==> src/rtl/pwm3_pkg.sv <==
package pwm3_pkg;

    localparam int unsigned ADDR_W = 3;

    localparam logic [ADDR_W-1:0] ADR_PERIOD    = 3'd0;
    localparam logic [ADDR_W-1:0] ADR_DEAD      = 3'd1;
    localparam logic [ADDR_W-1:0] ADR_CTRL      = 3'd2;
    localparam int unsigned       ADR_DUTY_BASE = 4;

    localparam int unsigned CTRL_EN_BIT  = 0;
    localparam int unsigned CTRL_POL_BIT = 1;

    typedef enum logic [0:0] {
        CAR_IDLE = 1'b0,
        CAR_RUN  = 1'b1
    } car_state_e;

    typedef enum logic [1:0] {
        DB_OFF  = 2'd0,
        DB_WAIT = 2'd1,
        DB_ON   = 2'd2
    } db_state_e;

endpackage

==> src/rtl/pwm3_regs.sv <==
module pwm3_regs
    import pwm3_pkg::*;
#(
    parameter int unsigned CNT_W  = 16,
    parameter int unsigned DT_W   = 8,
    parameter int unsigned NUM_CH = 3
) (
    input  logic                             clk,
    input  logic                             rst_n,
    input  logic                             wr_en,
    input  logic [ADDR_W-1:0]                wr_addr,
    input  logic [CNT_W-1:0]                 wr_data,
    output logic [CNT_W-1:0]                 period,
    output logic [DT_W-1:0]                  dead,
    output logic                             cnt_en,
    output logic                             active_low,
    output logic [NUM_CH-1:0][CNT_W-1:0]     duty_buf
);

    always_ff @(posedge clk or negedge rst_n) begin
        if (!rst_n) begin
            period     <= '0;
            dead       <= '0;
            cnt_en     <= 1'b0;
            active_low <= 1'b0;
        end else if (wr_en) begin
            if (wr_addr == ADR_PERIOD) begin
                period <= wr_data;
            end
            if (wr_addr == ADR_DEAD) begin
                dead <= wr_data[DT_W-1:0];
            end
            if (wr_addr == ADR_CTRL) begin
                cnt_en     <= wr_data[CTRL_EN_BIT];
                active_low <= wr_data[CTRL_POL_BIT];
            end
        end
    end

    for (genvar c = 0; c < NUM_CH; c++) begin : g_duty
        localparam logic [ADDR_W-1:0] DUTY_ADR = ADDR_W'(ADR_DUTY_BASE + c);
        always_ff @(posedge clk or negedge rst_n) begin
            if (!rst_n) begin
                duty_buf[c] <= '0;
            end else if (wr_en && (wr_addr == DUTY_ADR)) begin
                duty_buf[c] <= wr_data;
            end
        end
    end

endmodule

==> src/rtl/pwm3_carrier.sv <==
module pwm3_carrier
    import pwm3_pkg::*;
#(
    parameter int unsigned CNT_W  = 16,
    parameter int unsigned NUM_CH = 3
) (
    input  logic                         clk,
    input  logic                         rst_n,
    input  logic                         cnt_en,
    input  logic [CNT_W-1:0]             period,
    input  logic [NUM_CH-1:0][CNT_W-1:0] duty_buf,
    output car_state_e                   state,
    output logic [CNT_W-1:0]             cnt,
    output logic [NUM_CH-1:0][CNT_W-1:0] cmp,
    output logic                         run,
    output logic                         period_irq
);

    car_state_e state_nxt;
    logic       en_prev;
    logic       en_rise;
    logic       wrap;
    logic       load_cmp;

    assign en_rise = cnt_en & ~en_prev;
    assign wrap    = (state == CAR_RUN) && (cnt >= period);

    // transition logic
    always_comb begin
        state_nxt = state;
        unique case (state)
            CAR_IDLE: if (en_rise) state_nxt = CAR_RUN;   // start
            CAR_RUN:  if (!cnt_en) state_nxt = CAR_IDLE;  // stop
            default:  state_nxt = CAR_IDLE;
        endcase
    end

    // state register with counter
    always_ff @(posedge clk or negedge rst_n) begin
        if (!rst_n) begin
            state   <= CAR_IDLE;
            en_prev <= 1'b0;
            cnt     <= '0;
        end else begin
            state   <= state_nxt;
            en_prev <= cnt_en;
            if ((state == CAR_RUN) && cnt_en && !wrap) begin
                cnt <= cnt + 1'b1;
            end else begin
                cnt <= '0;
            end
        end
    end

    assign load_cmp = wrap || ((state == CAR_IDLE) && en_rise);

    always_ff @(posedge clk or negedge rst_n) begin
        if (!rst_n) begin
            cmp <= '0;
        end else if (load_cmp) begin
            cmp <= duty_buf;
        end
    end

    // outputs
    always_comb begin
        run        = 1'b0;
        period_irq = 1'b0;
        unique case (state)
            CAR_IDLE: begin
                run        = 1'b0;
                period_irq = 1'b0;
            end
            CAR_RUN: begin
                run        = 1'b1;
                period_irq = wrap;
            end
            default: begin
                run        = 1'b0;
                period_irq = 1'b0;
            end
        endcase
    end

endmodule

==> src/rtl/pwm3_deadband.sv <==
module pwm3_deadband
    import pwm3_pkg::*;
#(
    parameter int unsigned DT_W = 8
) (
    input  logic            clk,
    input  logic            rst_n,
    input  logic            din,
    input  logic [DT_W-1:0] dead,
    output logic            dout
);

    db_state_e       state;
    db_state_e       state_nxt;
    logic [DT_W-1:0] wait_cnt;
    logic [DT_W-1:0] wait_cnt_nxt;

    // transition logic
    always_comb begin
        state_nxt    = state;
        wait_cnt_nxt = wait_cnt;
        if (!din) begin
            state_nxt    = DB_OFF;                        // drop
            wait_cnt_nxt = '0;
        end else begin
            unique case (state)
                DB_OFF: begin
                    if (dead == '0) begin
                        state_nxt = DB_ON;                // fire
                    end else begin
                        state_nxt    = DB_WAIT;           // arm
                        wait_cnt_nxt = DT_W'(1);
                    end
                end
                DB_WAIT: begin
                    if (wait_cnt >= dead) begin
                        state_nxt = DB_ON;                // fire
                    end else begin
                        wait_cnt_nxt = wait_cnt + 1'b1;
                    end
                end
                DB_ON:   state_nxt = DB_ON;
                default: state_nxt = DB_OFF;
            endcase
        end
    end

    // state register
    always_ff @(posedge clk or negedge rst_n) begin
        if (!rst_n) begin
            state    <= DB_OFF;
            wait_cnt <= '0;
        end else begin
            state    <= state_nxt;
            wait_cnt <= wait_cnt_nxt;
        end
    end

    // outputs: the turn-off is immediate, the turn-on waits for DB_ON
    always_comb begin
        dout = 1'b0;
        unique case (state)
            DB_OFF:  dout = 1'b0;
            DB_WAIT: dout = 1'b0;
            DB_ON:   dout = din;
            default: dout = 1'b0;
        endcase
    end

endmodule

==> src/rtl/pwm3_channel.sv <==
module pwm3_channel #(
    parameter int unsigned CNT_W = 16,
    parameter int unsigned DT_W  = 8
) (
    input  logic             clk,
    input  logic             rst_n,
    input  logic             run,
    input  logic [CNT_W-1:0] cnt,
    input  logic [CNT_W-1:0] cmp,
    input  logic [DT_W-1:0]  dead,
    output logic             phase_ff,
    output logic             pos_act,
    output logic             neg_act
);

    logic pos_req;
    logic neg_req;

    // clear on compare match has priority over set at zero (0% duty)
    always_ff @(posedge clk or negedge rst_n) begin
        if (!rst_n) begin
            phase_ff <= 1'b0;
        end else if (!run) begin
            phase_ff <= 1'b0;
        end else if (cnt == cmp) begin
            phase_ff <= 1'b0;
        end else if (cnt == '0) begin
            phase_ff <= 1'b1;
        end
    end

    assign pos_req = run & phase_ff;
    assign neg_req = run & ~phase_ff;

    pwm3_deadband #(.DT_W(DT_W)) u_db_pos (
        .clk   (clk),
        .rst_n (rst_n),
        .din   (pos_req),
        .dead  (dead),
        .dout  (pos_act)
    );

    pwm3_deadband #(.DT_W(DT_W)) u_db_neg (
        .clk   (clk),
        .rst_n (rst_n),
        .din   (neg_req),
        .dead  (dead),
        .dout  (neg_act)
    );

endmodule

==> src/rtl/pwm3_gen.sv <==
module pwm3_gen
    import pwm3_pkg::*;
#(
    parameter int unsigned CNT_W  = 16,
    parameter int unsigned DT_W   = 8,
    parameter int unsigned NUM_CH = 3
) (
    input  logic              clk,
    input  logic              rst_n,
    input  logic              wr_en,
    input  logic [2:0]        wr_addr,
    input  logic [CNT_W-1:0]  wr_data,
    output logic [NUM_CH-1:0] pos_out,
    output logic [NUM_CH-1:0] neg_out,
    output logic              period_irq
);

    logic [CNT_W-1:0]             period;
    logic [DT_W-1:0]              dead;
    logic                         cnt_en;
    logic                         active_low;
    logic [NUM_CH-1:0][CNT_W-1:0] duty_buf;
    logic [NUM_CH-1:0][CNT_W-1:0] cmp;
    logic [CNT_W-1:0]             cnt;
    car_state_e                   car_state;
    logic                         run;
    logic [NUM_CH-1:0]            phase_ff;
    logic [NUM_CH-1:0]            pos_act;
    logic [NUM_CH-1:0]            neg_act;

    pwm3_regs #(.CNT_W(CNT_W), .DT_W(DT_W), .NUM_CH(NUM_CH)) u_regs (
        .clk        (clk),
        .rst_n      (rst_n),
        .wr_en      (wr_en),
        .wr_addr    (wr_addr),
        .wr_data    (wr_data),
        .period     (period),
        .dead       (dead),
        .cnt_en     (cnt_en),
        .active_low (active_low),
        .duty_buf   (duty_buf)
    );

    pwm3_carrier #(.CNT_W(CNT_W), .NUM_CH(NUM_CH)) u_carrier (
        .clk        (clk),
        .rst_n      (rst_n),
        .cnt_en     (cnt_en),
        .period     (period),
        .duty_buf   (duty_buf),
        .state      (car_state),
        .cnt        (cnt),
        .cmp        (cmp),
        .run        (run),
        .period_irq (period_irq)
    );

    for (genvar c = 0; c < NUM_CH; c++) begin : g_ch
        pwm3_channel #(.CNT_W(CNT_W), .DT_W(DT_W)) u_ch (
            .clk      (clk),
            .rst_n    (rst_n),
            .run      (run),
            .cnt      (cnt),
            .cmp      (cmp[c]),
            .dead     (dead),
            .phase_ff (phase_ff[c]),
            .pos_act  (pos_act[c]),
            .neg_act  (neg_act[c])
        );
        assign pos_out[c] = pos_act[c] ^ active_low;
        assign neg_out[c] = neg_act[c] ^ active_low;
    end

endmodule

==> config.mk <==
export PLATFORM = sky130hd
export DESIGN_NAME = pwm3_gen
export DESIGN_NICKNAME = d
export VERILOG_FILES = /design/src/rtl/pwm3_pkg.sv /design/src/rtl/pwm3_regs.sv /design/src/rtl/pwm3_carrier.sv /design/src/rtl/pwm3_deadband.sv /design/src/rtl/pwm3_channel.sv /design/src/rtl/pwm3_gen.sv
export SDC_FILE = /design/constraint.sdc
export NUM_CORES = 1
export LEC_CHECK = 0
export CAP_MARGIN = 30
export CORE_MARGIN = 8
export CORE_UTILIZATION = 31
export CTS_BUF_LIST = sky130_fd_sc_hd__clkbuf_8
export DETAILED_ROUTE_END_ITERATION = 8
export DONT_BUFFER_PORTS = 1
export PLACE_DENSITY_LB_ADDON = 0.12
export SLEW_MARGIN = 40
export SYNTH_ARGS = -nofsm -noshare
export SYNTH_HDL_FRONTEND = slang
export SYNTH_SLANG_ARGS = --single-unit
==> constraint.sdc <==
create_clock -name clk -period 8.1 [get_ports clk]
set_clock_uncertainty 0.05 [all_clocks]
set_input_delay 1.62 -clock clk [delete_from_list [all_inputs] [get_ports clk]]
set_output_delay 1.62 -clock clk [all_outputs]
set_load 0.03 [all_outputs]
=== Word level (Yosys, flattened, before mapping) ===
Index checks and enable logic that the tools add are counted.
W data, S select, Z words.

* Multipliers: 0
* Equal/unequal tests: 47
* Bitwise gates (word level): 18
* Magnitude comparators: 7
* Shifts and indexed selects: 0
* Multiplexer cells: 57
* Divide/modulo/power cells: 0
* $add $sub $neg: 7
* Reductions and logical operators: 27

{| class="wikitable"
|+ Operator list
! cell !! number
|-
| $mux W8 || 13
|-
| $pmux W8 S2 || 6
|-
| $ne A3 B3 Y1 const B || 19
|-
| $add A8 B1 Y8 const B || 6
|-
| $eq A16 B16 Y1 || 3
|-
| $ge A8 B8 Y1 || 6
|-
| $pmux W2 S3 || 6
|-
| $mux W2 || 13
|-
| $ne A3 B1 Y1 const B || 6
|-
| $reduce_and A3 Y1 || 6
|-
| $add A16 B1 Y16 const B || 1
|-
| $ge A16 B16 Y1 || 1
|-
| $logic_not A16 Y1 || 1
|-
| $mux W16 || 1
|-
| $mux W1 || 15
|-
| $eq A2 B1 Y1 const B || 6
|-
| $eq A2 B2 Y1 const B || 6
|-
| $logic_not A2 Y1 || 6
|-
| $eq A3 B3 Y1 const B || 3
|-
| $logic_not A8 Y1 || 1
|-
| $and A1 B1 Y1 || 7
|-
| $logic_and A1 B1 Y1 || 7
|-
| $ne A3 B2 Y1 const B || 2
|-
| $pmux W1 S2 || 3
|-
| other kinds (8) || 19
|}

* Output and inout port bits: 7
* Bits in latches: 0
* RAM bits: 0
* Word-level logic and storage cells: 191
* Bits in registers: 203
* Input bits: 22
* Memory bits (read-only): 0
* Memories kept: 0

=== Logic depth before layout (Yosys ltp) ===
Gate-level depths: netlist of run 1.

* Depth after elaboration: 5
* Mapped depth: 11
* Depth with buffers taken out: 8

=== Modules after synthesis ===
A second synthesis of run 1 with hierarchy kept.

* Cell total of the unflattened synthesis: 1236
* Area, all modules: 12991.2 um2

{| class="wikitable"
|+ Modules (own cells, without submodules)
! module !! area an instance (um2) !! seq. area each (um2) !! times used !! cells each
|-
| pwm3_deadband at g_ch[0].u_ch.u_db_neg ... || 934.6 || 250.2 || 5 || 114
|-
| pwm3_carrier || 3656.0 || 1651.6 || 1 || 294
|-
| pwm3_regs || 2834.0 || 1851.8 || 1 || 161
|-
| pwm3_deadband at g_ch[2].u_ch.u_db_pos || 938.4 || 250.2 || 1 || 114
|-
| pwm3_channel || 275.3 || 25.0 || 3 || 30
|-
| pwm3_gen || 63.8 || 0.0 || 1 || 7
|}

=== Worst setup path after synthesis of run 1 ===
OpenSTA, ideal clock, no wires.

* Path kind: register to output
* Start point: register u_carrier.cnt[0]
* End point: output period_irq
* Data required time: 6.430 ns
* Arrival time: 2.213 ns
* Slack: 4.217 ns
* Buffers on the path: 1
* Cell stages (with the launch flop): 8
* Cells stage by stage: dfrtp_1 clkbuf_1 inv_1 ha_1 o211ai_1 a2111oi_0 o2111ai_1 a31oi_1

* Longest elaborated chain between the ends: 3

{| class="wikitable"
|+ Ends and longest elaborated chain
! what !! line !! RTL
|-
| from (decl) || pwm3_carrier.sv:13 || <nowiki>output logic [CNT_W-1:0] cnt,</nowiki>
|-
| from (signal assigned) || pwm3_carrier.sv:48 || <nowiki>cnt <= cnt + 1'b1;</nowiki>
|-
| $ge A16 B16 Y1 || pwm3_carrier.sv:26 || <nowiki>assign wrap = (state == CAR_RUN) && (cnt >= period);</nowiki>
|-
| $logic_and A1 B1 Y1 || pwm3_carrier.sv:26 ||
|-
| $pmux W1 S2 || pwm3_carrier.sv:69 || <nowiki>unique case (state)</nowiki>
|-
| to (decl) || pwm3_gen.sv:15 || <nowiki>output logic period_irq</nowiki>
|}

Every way passes these cells.

=== Worst setup path after layout of run 1 ===
* Start point: register u_carrier.cnt[2]
* End point: output period_irq

Same word-level chain as after synthesis.

==> flow_metrics.py, run 1 <==
metrics = {
    "routing": {
        "wl_per_cell_um": 17.79,
        "routed_wl_um": 27400,
        "first_pass_iters": 5,
        "antenna_violating_nets_post_route": 0,
        "route.detailed.drc": 0,
        "num_vias": 7570,
        "viasPerCell": 4.916,
        "drt_iter0_drc": 370,
    },
    "clock_network": {
        "numCtsBuffers": 40,
        "clock_latency_ns": 0.57,
        "cts_tree": "done",
        "post_cts_buffers": 0,
        "cts.sinks": 203,
        "ctsResizeCount": 0,
        "clkTransAtPathRegs_ns": 0.06,
        "cts_root_buffer": "clkbuf_8",
        "holdBufCountCts": 0,
        "clock_path_buffers": 3,
        "cts_max_level": 2,
    },
    "placement": {
        "hpwl_um": 19180,
        "placement.io_buffers": 0,
        "place.gp.congestion": 0.7721,
        "placed_cells": 1470,
    },
    "yosys": {
        "synth_cells": 1035,
        "synth_edf_count": 0,
        "synthTopCellsByArea": "dfrtp_1 46%, ha_1 11%, mux2_2 8.1%",
        "synth_top_area_share_pct": 45.76,
        "ys.flop_type": "dfrtp_1",
        "netlist-cell-type-count": 56,
        "ys_warn_count": 0,
        "ys_async_sr_fraction_pct": 100.0,
        "ys_ff_latch": 203,
        "synth_nets": 1153,
        "synth_area_leader_cell": "dfrtp_1",
        "ys_seq_area_share_pct": 45.76,
        "synth_area_per_cell_um2": 10.73,
        "netlist_area_um2": 11100,
    },
    "cells_and_area": {
        "post-route-util_pct": 34.98,
        "finalNonFillerCells": 1540,
        "syn2layout_area_growth_pct": 11.55,
        "final.fill_count": 3618,
        "n_antenna_cell": 0,
        "layout.nets": 1169,
        "final_layout_size_suffix_gt1_share_pct": 15.38,
    },
    "worst_setup_path": {
        "critPathArrivalTime_ns": 2.99,
        "rr_startpoint": "u_carrier.cnt[2]",
        "cp-endpoint": "period_irq",
        "worst_path_largest_cell_delay_ns": 0.63,
        "r2r_cells": 7,
        "start_kind": "flip-flop",
        "end_kind": "primary output",
        "reg2reg_slack_ns": 5.04,
        "worstPathMaxFanout": 9,
        "path_cells": "ha_1, o211ai_1, a2111oi_0, o2111ai_1, a31oi_2",
        "cpMaxStageDelayCell": "a31oi_2",
        "cp.required_ns": 6.43,
        "r2r_end": "u_carrier.cmp[23]",
        "critPathKind": "reg2out",
        "crit_path_start": "u_carrier.cnt[2]",
    },
    "global_route": {
        "grt_first_pass_wirelength_um": 44340,
        "antenna_found_initial": 0,
        "grt_pass1_vias": 7838,
        "grt_usage_pct": 13.33,
        "grt_max_degree": 204,
        "grt_overflow_total": 0,
    },
    "sta": {
        "hold_violations": 0,
        "hold_ws_ns": 0.3778,
        "slew_violations": 0,
        "setup_tns_ns": 0,
        "timing.final.crit_share_pct": 57.52,
        "rsz0062_at_grt": "false",
        "maxSlewHeadroom_pct": 49.34,
        "fmax_ghz": 0.2146,
        "tightest_slew_ns": 0.7558,
        "setup_viol": 0,
        "post-route-min-period_ns": 4.659,
    },
    "pwr": {
        "p_comb_share_pct": 25.3,
        "p_leak_nw": 5.603,
        "clockPowerShare_pct": 31.1,
        "power_mw": 3.303,
        "p_switching_mw": 1.105,
        "seqPwrFrac_pct": 43.6,
        "power.density_nw_per_um2": 266.8,
        "p_int_mw": 2.198,
        "switching_share_pct": 33.46,
        "vdd_drop_max_mv": 0.1434,
    },
    "floorplanning": {
        "io-pin-count": 29,
        "die_area_um2": 42120,
        "rows": 69,
        "coreArea_um2": 35400,
        "die_h_um": 205.2,
        "fp.dieW_um": 205.2,
        "initial_utilization_pct": 31.36,
    },
    "job": {
        "maxCapViolCount": 0,
    },
    "run_status": {
        "status": "finished clean",
    },
    "hold_path": {
        "hold_path.class": "reg2reg",
        "holdPathStages": 1,
    },
}
-- through the flow --
stage | instance area, µm² | worst slack (ns)
2_1_floorplan | 11100 | 4.217
3_3_place_gp | 11580 | 3.664
3_5_place_dp | 11590 | 4.000
4_1_cts | 12380 | 3.335
5_1_grt | 12380 | 3.172
6_report | 12380 | 3.441
-- how the worst min path moves through the flow --
| stage | to | slack (ns) | startpoint |
|---|---|---|---|
| floorplan | u_carrier.en_prev | 0.35 | u_regs.cnt_en |
| global placement | u_carrier.en_prev | 0.41 | u_regs.cnt_en |
| detailed placement | u_carrier.state | 0.40 | u_carrier.en_prev |
| CTS | u_carrier.state | 0.39 | u_carrier.en_prev |
| global route | u_carrier.state | 0.43 | u_carrier.en_prev |
| finish | u_carrier.state | 0.38 | u_carrier.en_prev |
-- power by group through the flow --
stage          logic (mW)  registers (mW)  clock network [mW]
2_1_floorplan       0.686            1.37                   0
3_3_place_gp        0.843            1.47                   0
3_5_place_dp        0.850            1.47                   0
4_1_cts             0.853            1.45                1.07
5_1_grt             0.950            1.48                1.12
6_report            0.834            1.44                1.03
-- metal layers --
| layer | share of wire [%] | global-route usage, % | vias to the layer above |
|---|---|---|---|
| met3 | 4.2 | 2.975 | 44 |
| met1 | 45 | 16.97 | 3732 |
| li1 | - | - | 3713 |
| met2 | 48 | 22.41 | 81 |
| met5 | 0 | 0 | - |
| met4 | 2.0 | 3.881 | 0 |
-- cell usage in the layout (no fill, tap or decap), drive strengths merged, types with 2 or more instances in the layout --
cell / n
a211o: 9
or2: 6
a22o: 11
o2111a: 6
nor2: 55
ha: 96
and3: 7
nand3: 31
or4: 2
a21oi: 46
nor4: 15
nand2b: 5
o21ai: 48
clkbuf: 51
nand2: 91
dfrtp: 203
mux2: 100
or3: 11
and2: 13
a221oi: 3
nor3: 12
nor2b: 8
nor3b: 14
inv: 72
clkinv: 7
o32ai: 11
nand4b: 5
o31ai: 4
xor2: 64
buf: 7
xnor2: 11
a21o: 4
o211ai: 16
nand4: 15
a211oi: 10
-- critical path, delay by kind of cell (launching register included) --
family | cells | cell delay [ns]
DFF | 1 | 0.50
AOI/OAI and AO/OA | 4 | 1.57
adders and majority gates | 1 | 0.36
-- cell families after synthesis --
kind of cell,Yosys count,synth area share [%]
compound gates,176,10.69
buf+inv,93,3.472
flops,203,45.76
fa+ha+maj,96,10.82
mux,101,10.23
xor+xnor,75,5.917
simple gates,291,13.11
-- flip-flops by register name (all words and copies together) (netlist names), 3 cells and up --
signal,cells
g_ch.u_ch.u_db_pos.wait_cnt,24
u_carrier.cmp,48
g_ch.u_ch.u_db_neg.wait_cnt,24
u_regs.duty_buf,48
g_ch.u_ch.u_db_neg.state,6
u_regs.dead,8
g_ch.u_ch.u_db_pos.state,6
u_regs.period,16
u_carrier.cnt,16
g_ch.u_ch.phase_ff,3
-- final cells by class --
cell class	instances	area (µm²)	share of cell area, %
clock buffer	51	701.9	5.668
clock inverter	19	95.09	0.7679
inverter	60	225.2	1.819
multi-input combinational	739	5652	45.64
sequential	203	5080	41.02
tap	461	576.8	4.658
timing repair buffer	7	52.55	0.4244
-- synth_stat cells, drive strengths merged, types with 11 or more instances --
| cell type | count |
|---|---|
| a21oi | 46 |
| a22o | 11 |
| and2 | 13 |
| clkbuf | 24 |
| dfrtp | 203 |
| ha | 96 |
| inv | 59 |
| mux2 | 100 |
| nand2 | 91 |
| nand3 | 31 |
| nand4 | 15 |
| nor2 | 55 |
| nor3 | 12 |
| nor3b | 14 |
| nor4 | 15 |
| o211ai | 16 |
| o21ai | 48 |
| o32ai | 11 |
| or3 | 11 |
| xnor2 | 11 |
| xor2 | 64 |
(Power assumes the default switching activity.)
==> run 2, diff against run 1 <==
==> constraint.sdc (replaced) <==
create_clock -name clk -period 4.5 [get_ports clk]
set_clock_uncertainty 0.05 [all_clocks]
set_input_delay 0.9 -clock clk [delete_from_list [all_inputs] [get_ports clk]]
set_output_delay 0.9 -clock clk [all_outputs]
set_load 0.03 [all_outputs]
==> flow_metrics.py, run 2 (same netlist as run 1, synthesis figures left out) <==
metrics = {
    "clock_network": {
        "post_cts_buffers": 0,
        "clock_path_buffers": 3,
        "cts_max_level": 2,
        "clkTransAtPathRegs_ns": 0.06,
        "clock_latency_ns": 0.60,
        "ctsResizeCount": 0,
        "cts.sinks": 203,
        "cts_tree": "done",
        "cts_root_buffer": "clkbuf_8",
        "numCtsBuffers": 41,
    },
    "worst_setup_path": {
        "start_kind": "flip-flop",
        "worstPathMaxFanout": 7,
        "critPathKind": "reg2out",
        "cp.required_ns": 3.55,
        "critPathArrivalTime_ns": 3.25,
        "end_kind": "primary output",
        "rr_startpoint": "u_carrier.cnt[0]",
        "crit_path_start": "u_carrier.cnt[0]",
    },
    "cells_and_area": {
        "finalNonFillerCells": 1541,
        "n_antenna_cell": 0,
        "final_common_cell": "dfrtp_1",
        "mostFrequentLayoutCells": "203 x dfrtp_1, 96 x ha_1, 90 x nand2_1",
        "final_layout_size_suffix_gt1_share_pct": 15.09,
        "layout.nets": 1170,
        "post-route-util_pct": 35.00,
        "reg_top3": "u_carrier.cmp: 48 flops, u_regs.duty_buf: 48 flops",
        "syn2layout_area_growth_pct": 11.60,
        "final.fill_count": 3583,
    },
    "sta": {
        "hold_ws_ns": -0.02286,
        "slew_violations": 0,
        "tightest_slew_ns": 0.7201,
        "post-route-min-period_ns": 4.200,
        "fmax_ghz": 0.2381,
        "timing.final.crit_share_pct": 93.32,
        "worst_slack_ns": 0.3005,
        "rsz0062_at_grt": "false",
        "setup_viol": 0,
        "maxSlewHeadroom_pct": 51.86,
        "setup_tns_ns": 0,
        "hold_violations": 21,
    },
    "global_route": {
        "grt_first_pass_wirelength_um": 45140,
        "grt_overflow_total": 0,
        "grt_pass1_vias": 7838,
        "grt_max_degree": 204,
        "grt_usage_pct": 13.69,
        "antenna_found_initial": 0,
    },
    "routing": {
        "viasPerCell": 4.921,
        "route.detailed.drc": 0,
        "first_pass_iters": 5,
        "drt_iter0_drc": 289,
        "num_vias": 7583,
        "routed_wl_um": 27830,
        "antenna_violating_nets_post_route": 0,
        "wl_per_cell_um": 18.06,
    },
    "placement": {
        "placement.io_buffers": 0,
        "hpwl_um": 19300,
        "placed_cells": 1470,
        "pre_cts_ws_ns": 1.003,
        "place.gp.congestion": 0.7585,
    },
    "floorplanning": {
        "initial_utilization_pct": 31.36,
        "io-pin-count": 29,
        "coreArea_um2": 35400,
        "die_h_um": 205.2,
        "fp.dieW_um": 205.2,
        "rows": 69,
        "die_area_um2": 42120,
    },
    "hold_path": {
        "hold_path.class": "in2async",
    },
    "pwr": {
        "power.density_nw_per_um2": 482.5,
        "p_leak_nw": 5.617,
        "vdd_drop_max_mv": 0.2675,
    },
    "run_status": {
        "status": "finished with violations",
        "failed_checks": "hold timing",
    },
    "job": {
        "maxCapViolCount": 0,
    },
}
-- run 2: stage by stage --
stage | area (µm²) | power [mW]
3_3_place_gp | 11580 | 4.150
3_5_place_dp | 11590 | 4.177
5_1_grt | 12390 | 6.413
2_1_floorplan | 11100 | 3.701
6_report | 12390 | 5.978
4_1_cts | 12390 | 6.122
-- run 2: path summary, 6_finish.rpt --
path	end	slack (ns)	depth (start not counted)
min in group clk	u_regs.period[14]	0.37	2
setup reg to reg	u_carrier.cmp[25]	1.15	8
hold reg to reg	u_carrier.state	0.41	1
setup / recovery	period_irq	0.30	7
max in group asynchronous	u_regs.duty_buf[34]	4.10	0
hold / removal	g_ch[1].u_ch.u_db_neg.state[1]	-0.02	0
-- run 2: critical path, stage by stage (launching register included) --
cell       delay (ns)
dfrtp_1          0.50
inv_1            0.11
ha_1             0.29
o211ai_1         0.10
a2111oi_0        0.62
o2111ai_1        0.30
a31oi_1          0.48
buf_4            0.25
-- run 2: cell type report --
class                   instances  area, µm²  area share, %
clock buffers                  51      701.9          5.666
clock inverters                20      100.1         0.8080
inverters                      60      225.2          1.818
multi-input cells             739       5652          45.62
flip-flops and latches        203       5080          41.01
well taps                     461      576.8          4.656
repair buffers                  7      52.55         0.4242
-- run 2: layer usage --
metal	up-vias	routed length (µm)	track usage, %
met5	-	0	0
met4	0	601	4.672
met3	41	1172	3.243
met2	98	13260	22.37
met1	3716	12790	17.57
li1	3728	-	-
-- run 2: report_power, final --
group | switching [mW] | internal (mW)
logic | 0.811 | 0.690
clock network | 0.855 | 1.02
registers | 0.354 | 2.24
total | 2.02 | 3.96
